<file path="src/rtl/pcs_pkg.sv">
package pcs_pkg;

   localparam int FLAG_W = 4;

   typedef enum logic [2:0] {
      OPK_SEQ,
      OPK_SBR,
      OPK_LBR,
      OPK_SCALL,
      OPK_LCALL,
      OPK_RET,
      OPK_RTI
   } op_kind_e;

endpackage

</file>
<file path="src/rtl/pcs_decode.sv">
module pcs_decode
   import pcs_pkg::*;
(
   input  logic [7:0] opc,
   output op_kind_e   kind
);

   always_comb begin
      kind = OPK_SEQ;
      if (opc[7:6] == 2'b00)        kind = OPK_SBR;
      else if (opc[7:4] == 4'b1100) kind = OPK_LBR;
      else if (opc[7:4] == 4'b1110) kind = OPK_SCALL;
      else if (opc[7:3] == 5'b01000) kind = OPK_LCALL;
      else if (opc == 8'h4F)        kind = OPK_RET;
      else if (opc == 8'h4D)        kind = OPK_RTI;
   end

endmodule

</file>
<file path="src/rtl/pcs_irq_pick.sv">
module pcs_irq_pick #(
   parameter  int N  = 6,
   localparam int IW = (N > 1) ? $clog2(N) : 1
) (
   input  logic [N-1:0]  req,
   output logic          any,
   output logic [N-1:0]  grant,
   output logic [IW-1:0] idx
);

   logic [N:0] seen;
   assign seen[0] = 1'b0;

   for (genvar i = 0; i < N; i++) begin : g_pri
      assign grant[i]  = req[i] & ~seen[i];
      assign seen[i+1] = seen[i] | req[i];
   end

   assign any = seen[N];

   always_comb begin
      idx = '0;
      for (int i = N - 1; i >= 0; i--) begin
         if (req[i]) idx = IW'(i);
      end
   end

endmodule

</file>
<file path="src/rtl/pcs_stack.sv">
module pcs_stack #(
   parameter  int DEPTH = 13,
   parameter  int DW    = 17,
   localparam int SPW   = $clog2(DEPTH + 1)
) (
   input  logic           clk,
   input  logic           rst_n,
   input  logic           push,
   input  logic           pop,
   input  logic [DW-1:0]  wdata,
   input  logic           sp_load,
   input  logic [SPW-1:0] sp_val,
   output logic [DW-1:0]  top_q,
   output logic [SPW-1:0] sp,
   output logic           empty,
   output logic           ovf,
   output logic           unf
);

   logic [DW-1:0]  mem [DEPTH];
   logic [SPW-1:0] sp_q;
   logic [SPW-1:0] rd_idx;
   logic           full;
   logic           do_push;
   logic           ovf_q;
   logic           unf_q;

   assign empty   = (sp_q == '0);
   assign full    = (sp_q == SPW'(DEPTH));
   assign do_push = push && !full && !sp_load;
   assign rd_idx  = sp_q - SPW'(1);
   assign top_q   = empty ? '0 : mem[rd_idx];
   assign sp      = sp_q;
   assign ovf     = ovf_q;
   assign unf     = unf_q;

   for (genvar e = 0; e < DEPTH; e++) begin : g_ent
      always_ff @(posedge clk or negedge rst_n) begin
         if (!rst_n)                            mem[e] <= '0;
         else if (do_push && sp_q == SPW'(e))   mem[e] <= wdata;
      end
   end

   always_ff @(posedge clk or negedge rst_n) begin
      if (!rst_n) begin
         sp_q  <= '0;
         ovf_q <= 1'b0;
         unf_q <= 1'b0;
      end else if (sp_load) begin
         sp_q <= (sp_val > SPW'(DEPTH)) ? SPW'(DEPTH) : sp_val;
      end else if (push) begin
         if (full) ovf_q <= 1'b1;
         else      sp_q  <= sp_q + SPW'(1);
      end else if (pop) begin
         if (empty) unf_q <= 1'b1;
         else       sp_q  <= sp_q - SPW'(1);
      end
   end


   sp_range_chk: assert property (@(posedge clk) disable iff (!rst_n)
      sp_q <= SPW'(DEPTH));


   ovf_sticky_chk: assert property (@(posedge clk) disable iff (!rst_n)
      ovf_q |=> ovf_q);


   unf_sticky_chk: assert property (@(posedge clk) disable iff (!rst_n)
      unf_q |=> unf_q);


   full_push_chk: assert property (@(posedge clk) disable iff (!rst_n)
      (push && full && !sp_load) |=> (sp_q == SPW'(DEPTH) && ovf_q));


   pop_dec_chk: assert property (@(posedge clk) disable iff (!rst_n)
      (pop && !push && !empty && !sp_load) |=> (sp_q == $past(sp_q) - SPW'(1)));

endmodule

</file>
<file path="src/rtl/pc_sequencer.sv">
module pc_sequencer
   import pcs_pkg::*;
#(
   parameter  int PC_W        = 13,
   parameter  int STACK_DEPTH = 13,
   parameter  int N_IRQ       = 6,
   localparam int SP_W        = $clog2(STACK_DEPTH + 1)
) (
   input  logic              clk,
   input  logic              rst_n,
   input  logic              step,
   input  logic [7:0]        op_b0,
   input  logic [7:0]        op_b1,
   input  logic              two_byte,
   input  logic              sf,
   input  logic [FLAG_W-1:0] flags_in,
   input  logic [N_IRQ-1:0]  irq_req,
   input  logic              int_en_set,
   input  logic              int_en_clr,
   input  logic              sp_wr,
   input  logic [SP_W-1:0]   sp_wdata,
   output logic [PC_W-1:0]   pc,
   output logic [SP_W-1:0]   sp,
   output logic              int_en,
   output logic [N_IRQ-1:0]  irq_ack,
   output logic              flags_load,
   output logic [FLAG_W-1:0] flags_out,
   output logic              stack_ovf,
   output logic              stack_unf
);

   localparam int DW = PC_W + FLAG_W;
   localparam int IW = (N_IRQ > 1) ? $clog2(N_IRQ) : 1;

   if (PC_W < 12 || PC_W > 16) begin : g_bad_pcw
      $error("pc_sequencer: PC_W must lie in 12..16");
   end
   if (STACK_DEPTH < 1 || STACK_DEPTH > 31) begin : g_bad_depth
      $error("pc_sequencer: STACK_DEPTH must lie in 1..31");
   end
   if (N_IRQ < 1 || N_IRQ > 6) begin : g_bad_nirq
      $error("pc_sequencer: vectors must stay below the short-call table");
   end

   op_kind_e          kind;
   logic              irq_any;
   logic [N_IRQ-1:0]  irq_grant;
   logic [IW-1:0]     irq_idx;
   logic              take;
   logic [PC_W-1:0]   pc_q, pc_d, pc_p1, pc_p2;
   logic [PC_W-1:0]   sbr_tgt, lbr_tgt, scall_tgt, lcall_tgt, vec;
   logic              st_push, st_pop, st_empty;
   logic [DW-1:0]     st_wdata, st_top;
   logic              ie_q, fl_load_q, rti_pop;
   logic [FLAG_W-1:0] fl_out_q;
   logic [N_IRQ-1:0]  ack_q;

   pcs_decode u_dec (
      .opc  (op_b0),
      .kind (kind)
   );

   pcs_irq_pick #(.N(N_IRQ)) u_pick (
      .req   (irq_req),
      .any   (irq_any),
      .grant (irq_grant),
      .idx   (irq_idx)
   );

   pcs_stack #(.DEPTH(STACK_DEPTH), .DW(DW)) u_stk (
      .clk     (clk),
      .rst_n   (rst_n),
      .push    (st_push),
      .pop     (st_pop),
      .wdata   (st_wdata),
      .sp_load (sp_wr),
      .sp_val  (sp_wdata),
      .top_q   (st_top),
      .sp      (sp),
      .empty   (st_empty),
      .ovf     (stack_ovf),
      .unf     (stack_unf)
   );

   assign take    = step && ie_q && irq_any;
   assign pc_p1   = pc_q + PC_W'(1);
   assign pc_p2   = pc_q + PC_W'(2);
   assign sbr_tgt = {pc_p1[PC_W-1:6], op_b0[5:0]};
   assign vec     = PC_W'((int'(irq_idx) + 1) * 2);
   assign scall_tgt = (op_b0[3:0] == 4'd0) ? PC_W'(8'h86) : PC_W'({op_b0[3:0], 3'b110});
   assign lcall_tgt = PC_W'({op_b0[2:0], op_b1});

   if (PC_W > 12) begin : g_lbr_keep
      assign lbr_tgt = {pc_q[PC_W-1:12], op_b0[3:0], op_b1};
   end else begin : g_lbr_flat
      assign lbr_tgt = {op_b0[3:0], op_b1};
   end

   always_comb begin
      pc_d     = pc_q;
      st_push  = 1'b0;
      st_pop   = 1'b0;
      st_wdata = {pc_q, flags_in};
      rti_pop  = 1'b0;
      if (step) begin
         if (take) begin
            pc_d    = vec;
            st_push = 1'b1;
         end else begin
            case (kind)
               OPK_SBR:   pc_d = sf ? sbr_tgt : pc_p1;
               OPK_LBR:   pc_d = sf ? lbr_tgt : pc_p2;
               OPK_SCALL: begin
                  st_push  = 1'b1;
                  st_wdata = {pc_p1, flags_in};
                  pc_d     = scall_tgt;
               end
               OPK_LCALL: begin
                  st_push  = 1'b1;
                  st_wdata = {pc_p2, flags_in};
                  pc_d     = lcall_tgt;
               end
               OPK_RET, OPK_RTI: begin
                  st_pop  = 1'b1;
                  pc_d    = st_empty ? pc_p1 : st_top[DW-1:FLAG_W];
                  rti_pop = (kind == OPK_RTI) && !st_empty;
               end
               default:   pc_d = two_byte ? pc_p2 : pc_p1;
            endcase
         end
      end
   end

   always_ff @(posedge clk or negedge rst_n) begin
      if (!rst_n) begin
         pc_q      <= '0;
         ie_q      <= 1'b0;
         fl_load_q <= 1'b0;
         fl_out_q  <= '0;
         ack_q     <= '0;
      end else begin
         pc_q      <= pc_d;
         fl_load_q <= rti_pop;
         ack_q     <= take ? irq_grant : '0;
         if (rti_pop) fl_out_q <= st_top[FLAG_W-1:0];
         if (take)                                ie_q <= 1'b0;
         else if (step && kind == OPK_RTI)        ie_q <= 1'b1;
         else if (!step && int_en_set)            ie_q <= 1'b1;
         else if (!step && int_en_clr)            ie_q <= 1'b0;
      end
   end

   assign pc         = pc_q;
   assign int_en     = ie_q;
   assign irq_ack    = ack_q;
   assign flags_load = fl_load_q;
   assign flags_out  = fl_out_q;


   take_clears_ie_chk: assert property (@(posedge clk) disable iff (!rst_n)
      take |=> !int_en);


   rti_sets_ie_chk: assert property (@(posedge clk) disable iff (!rst_n)
      (step && !take && kind == OPK_RTI) |=> int_en);


   scall_slot_chk: assert property (@(posedge clk) disable iff (!rst_n)
      (step && !take && kind == OPK_SCALL) |=> (pc[2:0] == 3'b110));


   ack_onehot_chk: assert property (@(posedge clk) disable iff (!rst_n)
      $onehot0(irq_ack));


   ack_vector_chk: assert property (@(posedge clk) disable iff (!rst_n)
      (|irq_ack) |-> (pc[0] == 1'b0 && pc <= PC_W'(2 * N_IRQ)));


   hold_pc_chk: assert property (@(posedge clk) disable iff (!rst_n)
      !step |=> $stable(pc));

endmodule

</file>
<file path="config.mk">
export PLATFORM = sky130hd
export DESIGN_NAME = pc_sequencer
export DESIGN_NICKNAME = d
export VERILOG_FILES = /design/src/rtl/pcs_pkg.sv /design/src/rtl/pcs_decode.sv /design/src/rtl/pcs_irq_pick.sv /design/src/rtl/pcs_stack.sv /design/src/rtl/pc_sequencer.sv
export SDC_FILE = /design/constraint.sdc
export NUM_CORES = 1
export LEC_CHECK = 0
export BUFFER_PORTS_ARGS = -buffer_cell sky130_fd_sc_hd__buf_2
export CAP_MARGIN = 30
export CORE_MARGIN = 2
export CORE_UTILIZATION = 44
export CTS_CLUSTER_SIZE = 30
export DETAILED_ROUTE_END_ITERATION = 8
export GPL_TIMING_DRIVEN = 0
export HOLD_SLACK_MARGIN = 0.15
export PLACE_DENSITY = 0.65
export SETUP_SLACK_MARGIN = 0.02
export SYNTH_ARGS = -nofsm -noshare
export SYNTH_HDL_FRONTEND = slang
export SYNTH_SLANG_ARGS = --single-unit
</file>
<file path="constraint.sdc">
create_clock -name clk -period 4.9 [get_ports clk]
set_input_delay 0.49 -clock clk [delete_from_list [all_inputs] [get_ports clk]]
set_output_delay 0.49 -clock clk [all_outputs]
set_load 0.05 [all_outputs]
</file>
==> results of run 1 <==
-- critical path, stage by stage (launching register included) --
cell	delay (ns)
sky130_fd_sc_hd__dfrtp_1	0.44
sky130_fd_sc_hd__buf_2	0.29
sky130_fd_sc_hd__buf_2	0.46
sky130_fd_sc_hd__clkbuf_2	0.44
sky130_fd_sc_hd__inv_1	0.15
sky130_fd_sc_hd__ha_1	0.30
sky130_fd_sc_hd__clkbuf_1	0.57
sky130_fd_sc_hd__clkbuf_1	0.67
sky130_fd_sc_hd__mux4_2	0.47
sky130_fd_sc_hd__a22o_1	0.25
sky130_fd_sc_hd__o21ai_0	0.31
sky130_fd_sc_hd__a32oi_1	0.15
-- power by group --
group | switching, uW | internal (uW) | total [uW]
combinational | 1040 | 627 | 1670
sequential | 225 | 2470 | 2700
clock | 858 | 1140 | 2000
-- final timing paths --
check                                   startpoint                         end  slack, ns
setup / recovery           u_stk.sp[0]$_DFFE_PN0P_          pc[10]$_DFFE_PN0P_       0.25
hold / removal                         sp_wdata[0]     u_stk.sp[0]$_DFFE_PN0P_       0.19
setup reg to reg           u_stk.sp[0]$_DFFE_PN0P_          pc[10]$_DFFE_PN0P_       0.25
hold reg to reg              u_stk.ovf$_DFFE_PN0P_       u_stk.ovf$_DFFE_PN0P_       0.47
max in group asynchronous                    rst_n  u_stk.mem[136]$_DFFE_PN0P_       3.15
min in group asynchronous                    rst_n           pc[7]$_DFFE_PN0P_       0.46
-- cell usage in the layout, fill, tap and decap left out, drive strengths merged, types with 18 or more instances in the layout --
cell type,n
buf,105
nand2,243
mux4,50
clkbuf,116
o21ai,196
dfrtp,252
nand3,37
nor2,22
mux2,56
inv,18
a21oi,37
-- cells in the mapped netlist, drive strengths merged (9+ instances only) --
cell type	number	area (sq um)
a21oi	37	189
nor2	22	98.9
a221oi	12	105
nand2	243	912
nand4	11	68.8
mux2	56	631
buf	35	185
o221ai	11	96.3
mux2i	13	130
mux4	50	1130
dfrtp	252	6310
xor2	14	123
clkbuf	80	304
o21ai	196	985
inv	16	60.1
nor3	13	65.1
and3	9	56.3
xnor2	16	140
nand3	37	185
-- cells by family after synthesis --
kind of cell	after synthesis
adders and majority gates	8
and+or+nand+nor	373
DFF	252
muxes	119
buffers and inverters	131
AOI/OAI and AO/OA	338
xor gates and xnor gates	30
-- metrics by stage --
step	util, %	setup slack [ns]	instances
6_report	50.9	0.247	1755
3_3_place_gp	47.6	-1.30	1701
5_1_grt	50.9	0.0291	1755
2_1_floorplan	-	1.18	1251
3_5_place_dp	47.8	-0.0259	1705
4_1_cts	50.9	0.298	1755
-- state kept, by name, summed over array words and instances, names as in the netlist --
signal and flops:
pc 13, flags_load 1, u_stk.mem 221, u_stk.unf 1, flags_out 4, irq_ack 6, u_stk.ovf 1, u_stk.sp 4
int_en 1
-- cell type report --
cell class                 instances  area [sq um]
inverter                          16          60.1
clock inverter                    13           104
tap                              384           480
timing repair buffer              71           420
buffer                           115           493
multi-input combinational        868          6020
sequential                       252          6310
fill                            2553         14100
clock buffer                      36           759
-- per-layer routing --
layer  up-vias  global-route usage [%]  part of all wire, %
met3        88                    3.55                  6.3
li1       4709                       -                    -
met5         -                       0                    0
met1      5405                    36.4                   43
met2       432                    42.9                   47
met4         0                    8.72                  3.1
-- timing repair --
| action | CTS | global route |
|---|---|---|
| hold buffers | 1 | 0 |
| resized for setup | 3 | 0 |
| endpoints found under the setup margin | 6 | 0 |
| endpoints found under the hold margin | 65 | 0 |
==> summary.md, run 1 <==
| Metric | Value |
|---|---|
| Status | `finished, final reports clean` |
| Aggregate global routing overflow | `0` |
| I/O pin count | `69` |
| Worst-Skew Late Latency | `0.55 ns` |
| Routed vias/inst | `6.06` |
| Post-route clock skew | `0.0119 ns` |
| Clock tree from TritonCTS | `yes` |
| H-tree levels | `1` |
| Async SR Flop Fraction | `100%` |
| Horizontal die dimension | `175 um` |
| Combinational family with the most area after synthesis | `compound AO/OA/AOI/OAI gates` |
| Area share of xor/xnor cells in the synthesized design | `2.04%` |
| Initial antenna violation count | `0` |
| Setup Crit Path Kind | `reg -> reg` |
| CP endpoint kind | `register` |
| Syn-to-layout area delta | `13.7%` |
| Avg WL per Cell | `22.6 um` |
| Post-Syn Area | `12,900 sq um` |
| Postcts setup bufs | `0` |
| Setup TNS after final layout | `0 ns` |
| Area of placed instances | `13,800 sq um` |
| CTS sink count | `252` |
| Initial core utilization | `44.7%` |
| Launching element type of the critical path | `register` |
| Overall Power | `6370 uW` |
| Slew HR | `30.1%` |
| Global placement routability congestion | `0.965` |
| Number of search-and-repair iterations in the first detailed-routing pass | `5` |
| Clock-pin transition on the worst setup and hold timing paths | `0.07 ns` |
| Vias in the first global route | `10,700` |
| Average footprint of a synthesized cell | `10.3 sq um` |
| Maximum vdd ir drop | `0.000238 V` |
| Largest net degree at the start of global routing | `103` |
| Worst EP required | `5.32 ns` |
| Number of nets still failing antenna checks after routing | `0` |
| Number of rows in the core area | `62` |
| Yosys warning count | `0` |
| Total count of hold-check failures in the final report | `0` |
| Fraction of layout cells with a size suffix above 1 | `20.6%` |
| Placeable core area | `28,800 sq um` |
| Number of DRC markers in iteration 0 | `969` |
| Number of violations of the max-capacitance limit | `0` |
| Fin crit share | `95.0%` |
| Path class of the lowest-slack min-delay path | `in -> reg` |
| Number of instances in the synthesized netlist | `1,251` |
| Total non-filler cell area in the finished layout | `14,600 sq um` |
| Main flop type after synthesis | `sky130_fd_sc_hd__dfrtp_1` |
| Post-synth EDFFs | `0` |
| Endpoint arrival time on the critical path | `5.07 ns` |
| CTS buffer count | `27` |
| DRC errors left | `0` |
| Ant diodes | `0` |
| Final Max Tran Viols | `0` |
| Slew at the pin closest to its max-slew limit | `1.05 ns` |
| Sequential share of the synthesized area | `49.0%` |
| Yosys cell types | `75` |
| Peak fanout along the critical path | `10` |
| Number of nets in the finished design | `1,397` |
| Fmax | `215 MHz` |
| Half-perimeter wire length after detailed placement | `29,000 um` |
| Wirelength, routed | `39,700 um` |
| Final count of negative-setup-slack endpoints | `0` |
| Input/output buffers | `66` |
| Overall routing resource usage | `26.3%` |
| Pwr Density | `435 nW/um^2` |
| Post-route worst hold slack | `0.185 ns` |
| Die area | `30,700 sq um` |
| Syn Nets | `1,297` |
| Global-route wire length before repair | `62,500 um` |
| Vias after detailed routing | `10,600` |
| Complex-gate fraction of the synthesized area | `16.2%` |
| Count of state elements after synthesis | `252` |
| Worst hold path cell count | `3` |
| Unrepaired setup endpoints after global routing | `no` |
| Clk Tree Root Cell | `sky130_fd_sc_hd__clkbuf_16` |
| Simple-Gate Fraction of Synth Area | `13.1%` |
| Leakage Power | `0.00639 uW` |
| Multiplexer fraction of the synthesized cell area | `14.7%` |
| Overall die height | `175 um` |
| Max Root-Sink Buffers | `3` |
| Final critical path time including I/O delays and setup | `4.65 ns` |
| Number of cells traversed by the worst register-to-register path | `11` |
| Adder-Cell Fraction of Synth Area | `0.777%` |
No activity file was read; power rests on OpenSTA's default activity.
==> inputs of run 2 (changes only) <==
--- a/config.mk
+++ b/config.mk
@@ -5,16 +5,17 @@
 export SDC_FILE = /design/constraint.sdc
 export NUM_CORES = 1
 export LEC_CHECK = 0
-export BUFFER_PORTS_ARGS = -buffer_cell sky130_fd_sc_hd__buf_2
 export CAP_MARGIN = 30
 export CORE_MARGIN = 2
 export CORE_UTILIZATION = 44
 export CTS_CLUSTER_SIZE = 30
 export DETAILED_ROUTE_END_ITERATION = 8
+export DONT_BUFFER_PORTS = 1
 export GPL_TIMING_DRIVEN = 0
 export HOLD_SLACK_MARGIN = 0.15
-export PLACE_DENSITY = 0.65
+export PLACE_DENSITY = 0.63
 export SETUP_SLACK_MARGIN = 0.02
 export SYNTH_ARGS = -nofsm -noshare
 export SYNTH_HDL_FRONTEND = slang
+export SYNTH_HIERARCHICAL = 1
 export SYNTH_SLANG_ARGS = --single-unit
==> constraint.sdc (replaced) <==
create_clock -name clk -period 4.9 [get_ports clk]
set_input_delay 0.98 -clock clk [delete_from_list [all_inputs] [get_ports clk]]
set_output_delay 0.98 -clock clk [all_outputs]
set_load 0.05 [all_outputs]
==> summary.md, run 2 <==
| Metric | Value |
|---|---|
| Status | `finished, final reports clean (unchanged)` |
| Slew at the pin closest to its max-slew limit | `0.963 ns (was 1.05 ns)` |
| Peak fanout along the critical path | `10 (unchanged)` |
| Input/output buffers | `0 (was 66)` |
| Leakage Power | `0.00706 uW (was 0.00639 uW)` |
| Number of nets in the finished design | `1,199 (was 1,397)` |
| Sequential share of the synthesized area | `45.7% (was 49.0%)` |
| Wirelength, routed | `41,000 um (was 39,700 um)` |
| Commonest cells in the synthesized netlist | `252 x sky130_fd_sc_hd__dfrtp_1, 221 x sky130_fd_sc_hd__mux2_2, 63 x sky130_fd_sc_hd__nand2_1 (was 252 x sky130_fd_sc_hd__dfrtp_1, 243 x sky130_fd_sc_hd__nand2_1, 193 x sky130_fd_sc_hd__o21ai_0)` |
| CTS sink count | `252 (unchanged)` |
| Final count of negative-setup-slack endpoints | `0 (unchanged)` |
| Slowest cell on the critical path | `sky130_fd_sc_hd__dfrtp_2 (was sky130_fd_sc_hd__clkbuf_1)` |
| Clock tree from TritonCTS | `yes (unchanged)` |
| Post-synth top area cell | `sky130_fd_sc_hd__dfrtp_1 (unchanged)` |
| Async SR Flop Fraction | `100% (unchanged)` |
| CTS buffer count | `27 (unchanged)` |
| Max Root-Sink Buffers | `3 (unchanged)` |
| Portion of synthesized cell area occupied by the leading cell type | `45.7% (was 49.0%)` |
| Aggregate global routing overflow | `0 (unchanged)` |
| Most repeated cell in the gate-level netlist after synthesis | `sky130_fd_sc_hd__dfrtp_1 (unchanged)` |
| Maximum vdd ir drop | `0.000236 V (was 0.000238 V)` |
| H-tree levels | `1 (unchanged)` |
| CP endpoint kind | `register (unchanged)` |
| Horizontal die dimension | `181 um (was 175 um)` |
| Area of placed instances | `14,300 sq um (was 13,800 sq um)` |
| Yosys warning count | `6 (was 0)` |
| Fin crit share | `97.2% (was 95.0%)` |
| Setup Crit Path Kind | `reg -> reg (unchanged)` |
| Leading cell type in the layout, fill and taps excluded | `sky130_fd_sc_hd__dfrtp_1 (unchanged)` |
| Overall routing resource usage | `25.2% (was 26.3%)` |
| Number of nets still failing antenna checks after routing | `0 (unchanged)` |
| Reg with most FFs | `u_stk/mem (was u_stk.mem)` |
| Vias after detailed routing | `9,884 (was 10,600)` |
| Flip-flop count of the largest register, all copies and words added | `221 (unchanged)` |
| Crit path cell chain | `buf_4, buf_2, inv_1, ha_2, clkbuf_2, mux4_2, a22oi_1, nand2_1, nor2b_1, maj3_1, a221o_1, a21oi_1, a211oi_1 (was buf_2, buf_2, clkbuf_2, inv_1, ha_1, clkbuf_1, clkbuf_1, mux4_2, a22o_1, o21ai_0, a32oi_1)` |
| Number of violations of the max-capacitance limit | `0 (unchanged)` |
| Global-route wire length before repair | `63,400 um (was 62,500 um)` |
| Slew HR | `35.5% (was 30.1%)` |
| Number of search-and-repair iterations in the first detailed-routing pass | `5 (unchanged)` |
| Syn Nets | `1,167 (was 1,297)` |
| Number of fill cells in the layout | `2,730 (was 2,553)` |
| Final Max Tran Viols | `0 (unchanged)` |
| CP peak stage delay | `0.58 ns (was 0.67 ns)` |
| Worst-Skew Late Latency | `0.55 ns (about the same)` |
| Global placement routability congestion | `0.957 (was 0.965)` |
| Syn-to-layout area delta | `11.0% (was 13.7%)` |
| Total count of hold-check failures in the final report | `0 (unchanged)` |
| Launching element type of the critical path | `register (unchanged)` |
| Unrepaired setup endpoints after global routing | `no (unchanged)` |
| Total non-filler cell area in the finished layout | `15,300 sq um (was 14,600 sq um)` |
| Average footprint of a synthesized cell | `12.3 sq um (was 10.3 sq um)` |
| Critical path buffer and inverter count | `4 (was 6)` |
| Most frequent cells in the layout | `251 x sky130_fd_sc_hd__dfrtp_1, 221 x sky130_fd_sc_hd__mux2_2, 63 x sky130_fd_sc_hd__nand2_1, 51 x sky130_fd_sc_hd__mux4_2 (was 252 x sky130_fd_sc_hd__dfrtp_1, 243 x sky130_fd_sc_hd__nand2_1, 193 x sky130_fd_sc_hd__o21ai_0, 96 x sky130_fd_sc_hd__buf_2, 78 x sky130_fd_sc_hd__clkbuf_1)` |
| Post-synth EDFFs | `0 (unchanged)` |
| Die area | `32,800 sq um (was 30,700 sq um)` |
| Number of instances in the synthesized netlist | `1,119 (was 1,251)` |
| Utilization after layout | `49.8% (was 50.9%)` |
| I/O pin count | `69 (unchanged)` |
| Placeable core area | `30,700 sq um (was 28,800 sq um)` |
| Initial core utilization | `44.9% (was 44.7%)` |
| Path class of the lowest-slack min-delay path | `in -> async (was in -> reg)` |
| Post-route clock skew | `0.0271 ns (was 0.0119 ns)` |
| Largest net degree at the start of global routing | `123 (was 103)` |
| Pwr Density | `433 nW/um^2 (was 435 nW/um^2)` |
| Half-perimeter wire length after detailed placement | `28,300 um (was 29,000 um)` |
| Ant diodes | `0 (unchanged)` |
| Vias in the first global route | `10,100 (was 10,700)` |
| Clk Tree Root Cell | `sky130_fd_sc_hd__clkbuf_16 (unchanged)` |
| Area contributors post-synth | `sky130_fd_sc_hd__dfrtp_1 46%, sky130_fd_sc_hd__mux2_2 18%, sky130_fd_sc_hd__mux4_2 8.3% (was sky130_fd_sc_hd__dfrtp_1 49%, sky130_fd_sc_hd__mux4_2 8.7%, sky130_fd_sc_hd__o21ai_0 7.5%)` |
| Fmax | `210 MHz (was 215 MHz)` |
| Yosys cell types | `92 (was 75)` |
| Initial antenna violation count | `0 (unchanged)` |
| Worst EP required | `5.29 ns (was 5.32 ns)` |
| Main flop type after synthesis | `sky130_fd_sc_hd__dfrtp_1 (unchanged)` |
| Number of rows in the core area | `64 (was 62)` |
| Count of state elements after synthesis | `252 (unchanged)` |
| Postcts setup bufs | `0 (unchanged)` |
| DRC errors left | `0 (unchanged)` |
| Post-Syn Area | `13,800 sq um (was 12,900 sq um)` |
| Endpoint arrival time on the critical path | `5.16 ns (was 5.07 ns)` |
| Overall die height | `181 um (was 175 um)` |
| Avg WL per Cell | `26.2 um (was 22.6 um)` |
| Final critical path time including I/O delays and setup | `4.76 ns (was 4.65 ns)` |
| Routed vias/inst | `6.32 (was 6.06)` |
| Number of DRC markers in iteration 0 | `862 (was 969)` |
| Clock-pin transition on the worst setup and hold timing paths | `0.06 ns (was 0.07 ns)` |
| CP top delay family | `buffers and inverters (unchanged)` |
| Fraction of layout cells with a size suffix above 1 | `35.8% (was 20.6%)` |
==> run 2: cell types whose count changed in the layout (fill, tap and decap cells not counted), sizes merged, moves of 8 or more <==
cell,previous run,this run
o21ai,196,35
nand2,243,69
nor2,22,36
nand3,37,24
a211oi,2,11
a22oi,8,38
buf,105,55
clkinv,9,1
o31ai,6,14
nand2b,5,16
mux2,56,221
clkbuf,116,76
==> run 2: per-layer routing <==
metal  GRT usage, %  wire length [um]
met5              0                 0
met1           34.8             18200
met2           40.4             19000
met3           3.55              2290
met4           9.40              1550
==> run 2: worst reg2reg max path, delay by kind of cell (launching register included) <==
| family | cells | cell delay [ns] |
|---|---|---|
| multiplexers | 1 | 0.40 |
| flip-flops | 1 | 0.58 |
| AO/OA/AOI/OAI | 4 | 0.87 |
| AND/OR/NAND/NOR | 2 | 0.30 |
| adder cells (fa/ha/maj) | 2 | 1.01 |
| buffers and inverters | 4 | 1.47 |
==> run 2: cell families (layout without fill, tap and decap cells) <==
logic type                 count (synthesis)  count (layout)  share of synthesized area, %
DFF                                      252             252                          45.7
xor gates and xnor gates                  20              20                          1.27
muxes                                    280             280                          26.9
AOI/OAI and AO/OA                        220             220                          11.6
and+or+nand+nor                          231             231                          9.80
adders and majority gates                 11              11                         0.979
buffers and inverters                    105             155                          3.70
==> run 2: metrics by stage <==
| step | hold WS [ns] | setup TNS, ns | std cells | setup slack [ns] | total power (uW) |
|---|---|---|---|---|---|
| 2_1_floorplan | 0.474 | 0 | 1119 | 1.05 | 3930 |
| 3_3_place_gp | 0.482 | -1.86 | 1515 | -0.611 | 4400 |
| 3_5_place_dp | 0.488 | -2.03 | 1516 | -0.655 | 4450 |
| 4_1_cts | 0.270 | 0 | 1565 | 0.0486 | 6660 |
| 5_1_grt | 0.277 | 0 | 1565 | 0.0591 | 6920 |
| 6_report | 0.283 | 0 | 1565 | 0.139 | 6640 |
==> run 2: area by class of cell <==
type / count / area [sq um] / area share [%]
multi-input combinational: 762 / 6990 / 45.6
sequential: 252 / 6310 / 41.2
clock buffer: 40 / 785 / 5.12
tap: 396 / 495 / 3.23
buffer: 88 / 459 / 3.00
clock inverter: 7 / 140 / 0.915
timing repair buffer: 4 / 82.6 / 0.539
inverter: 16 / 60.1 / 0.392
==> run 2: where the power goes <==
part,internal [uW],switching [uW]
combinational,750,917
clock,1310,832
sequential,2480,350
==> run 2: final timing paths <==
| kind | start | depth (start not counted) | end | slack, ns |
|---|---|---|---|---|
| min in group clk | u_stk/mem[188]$_DFFE_PN0P_ | 1 | u_stk/mem[188]$_DFFE_PN0P_ | 0.50 |
| setup reg to reg | u_stk/sp[0]$_DFFE_PN0P_ | 13 | pc[7]$_DFFE_PN0P_ | 0.14 |
| hold / removal | rst_n | 1 | u_stk/mem[102]$_DFFE_PN0P_ | 0.28 |
| max in group asynchronous | rst_n | 1 | u_stk/mem[13]$_DFFE_PN0P_ | 3.99 |
| hold reg to reg | u_stk/mem[188]$_DFFE_PN0P_ | 1 | u_stk/mem[188]$_DFFE_PN0P_ | 0.50 |
| setup / recovery | u_stk/sp[0]$_DFFE_PN0P_ | 13 | pc[7]$_DFFE_PN0P_ | 0.14 |
==> run 2: timing repair <==
item                       4_1_cts  5_1_grt
hold endpoints to repair       122        0
gates resized for setup          6        3
hold buffers                     3        0
setup endpoints to repair        7        3
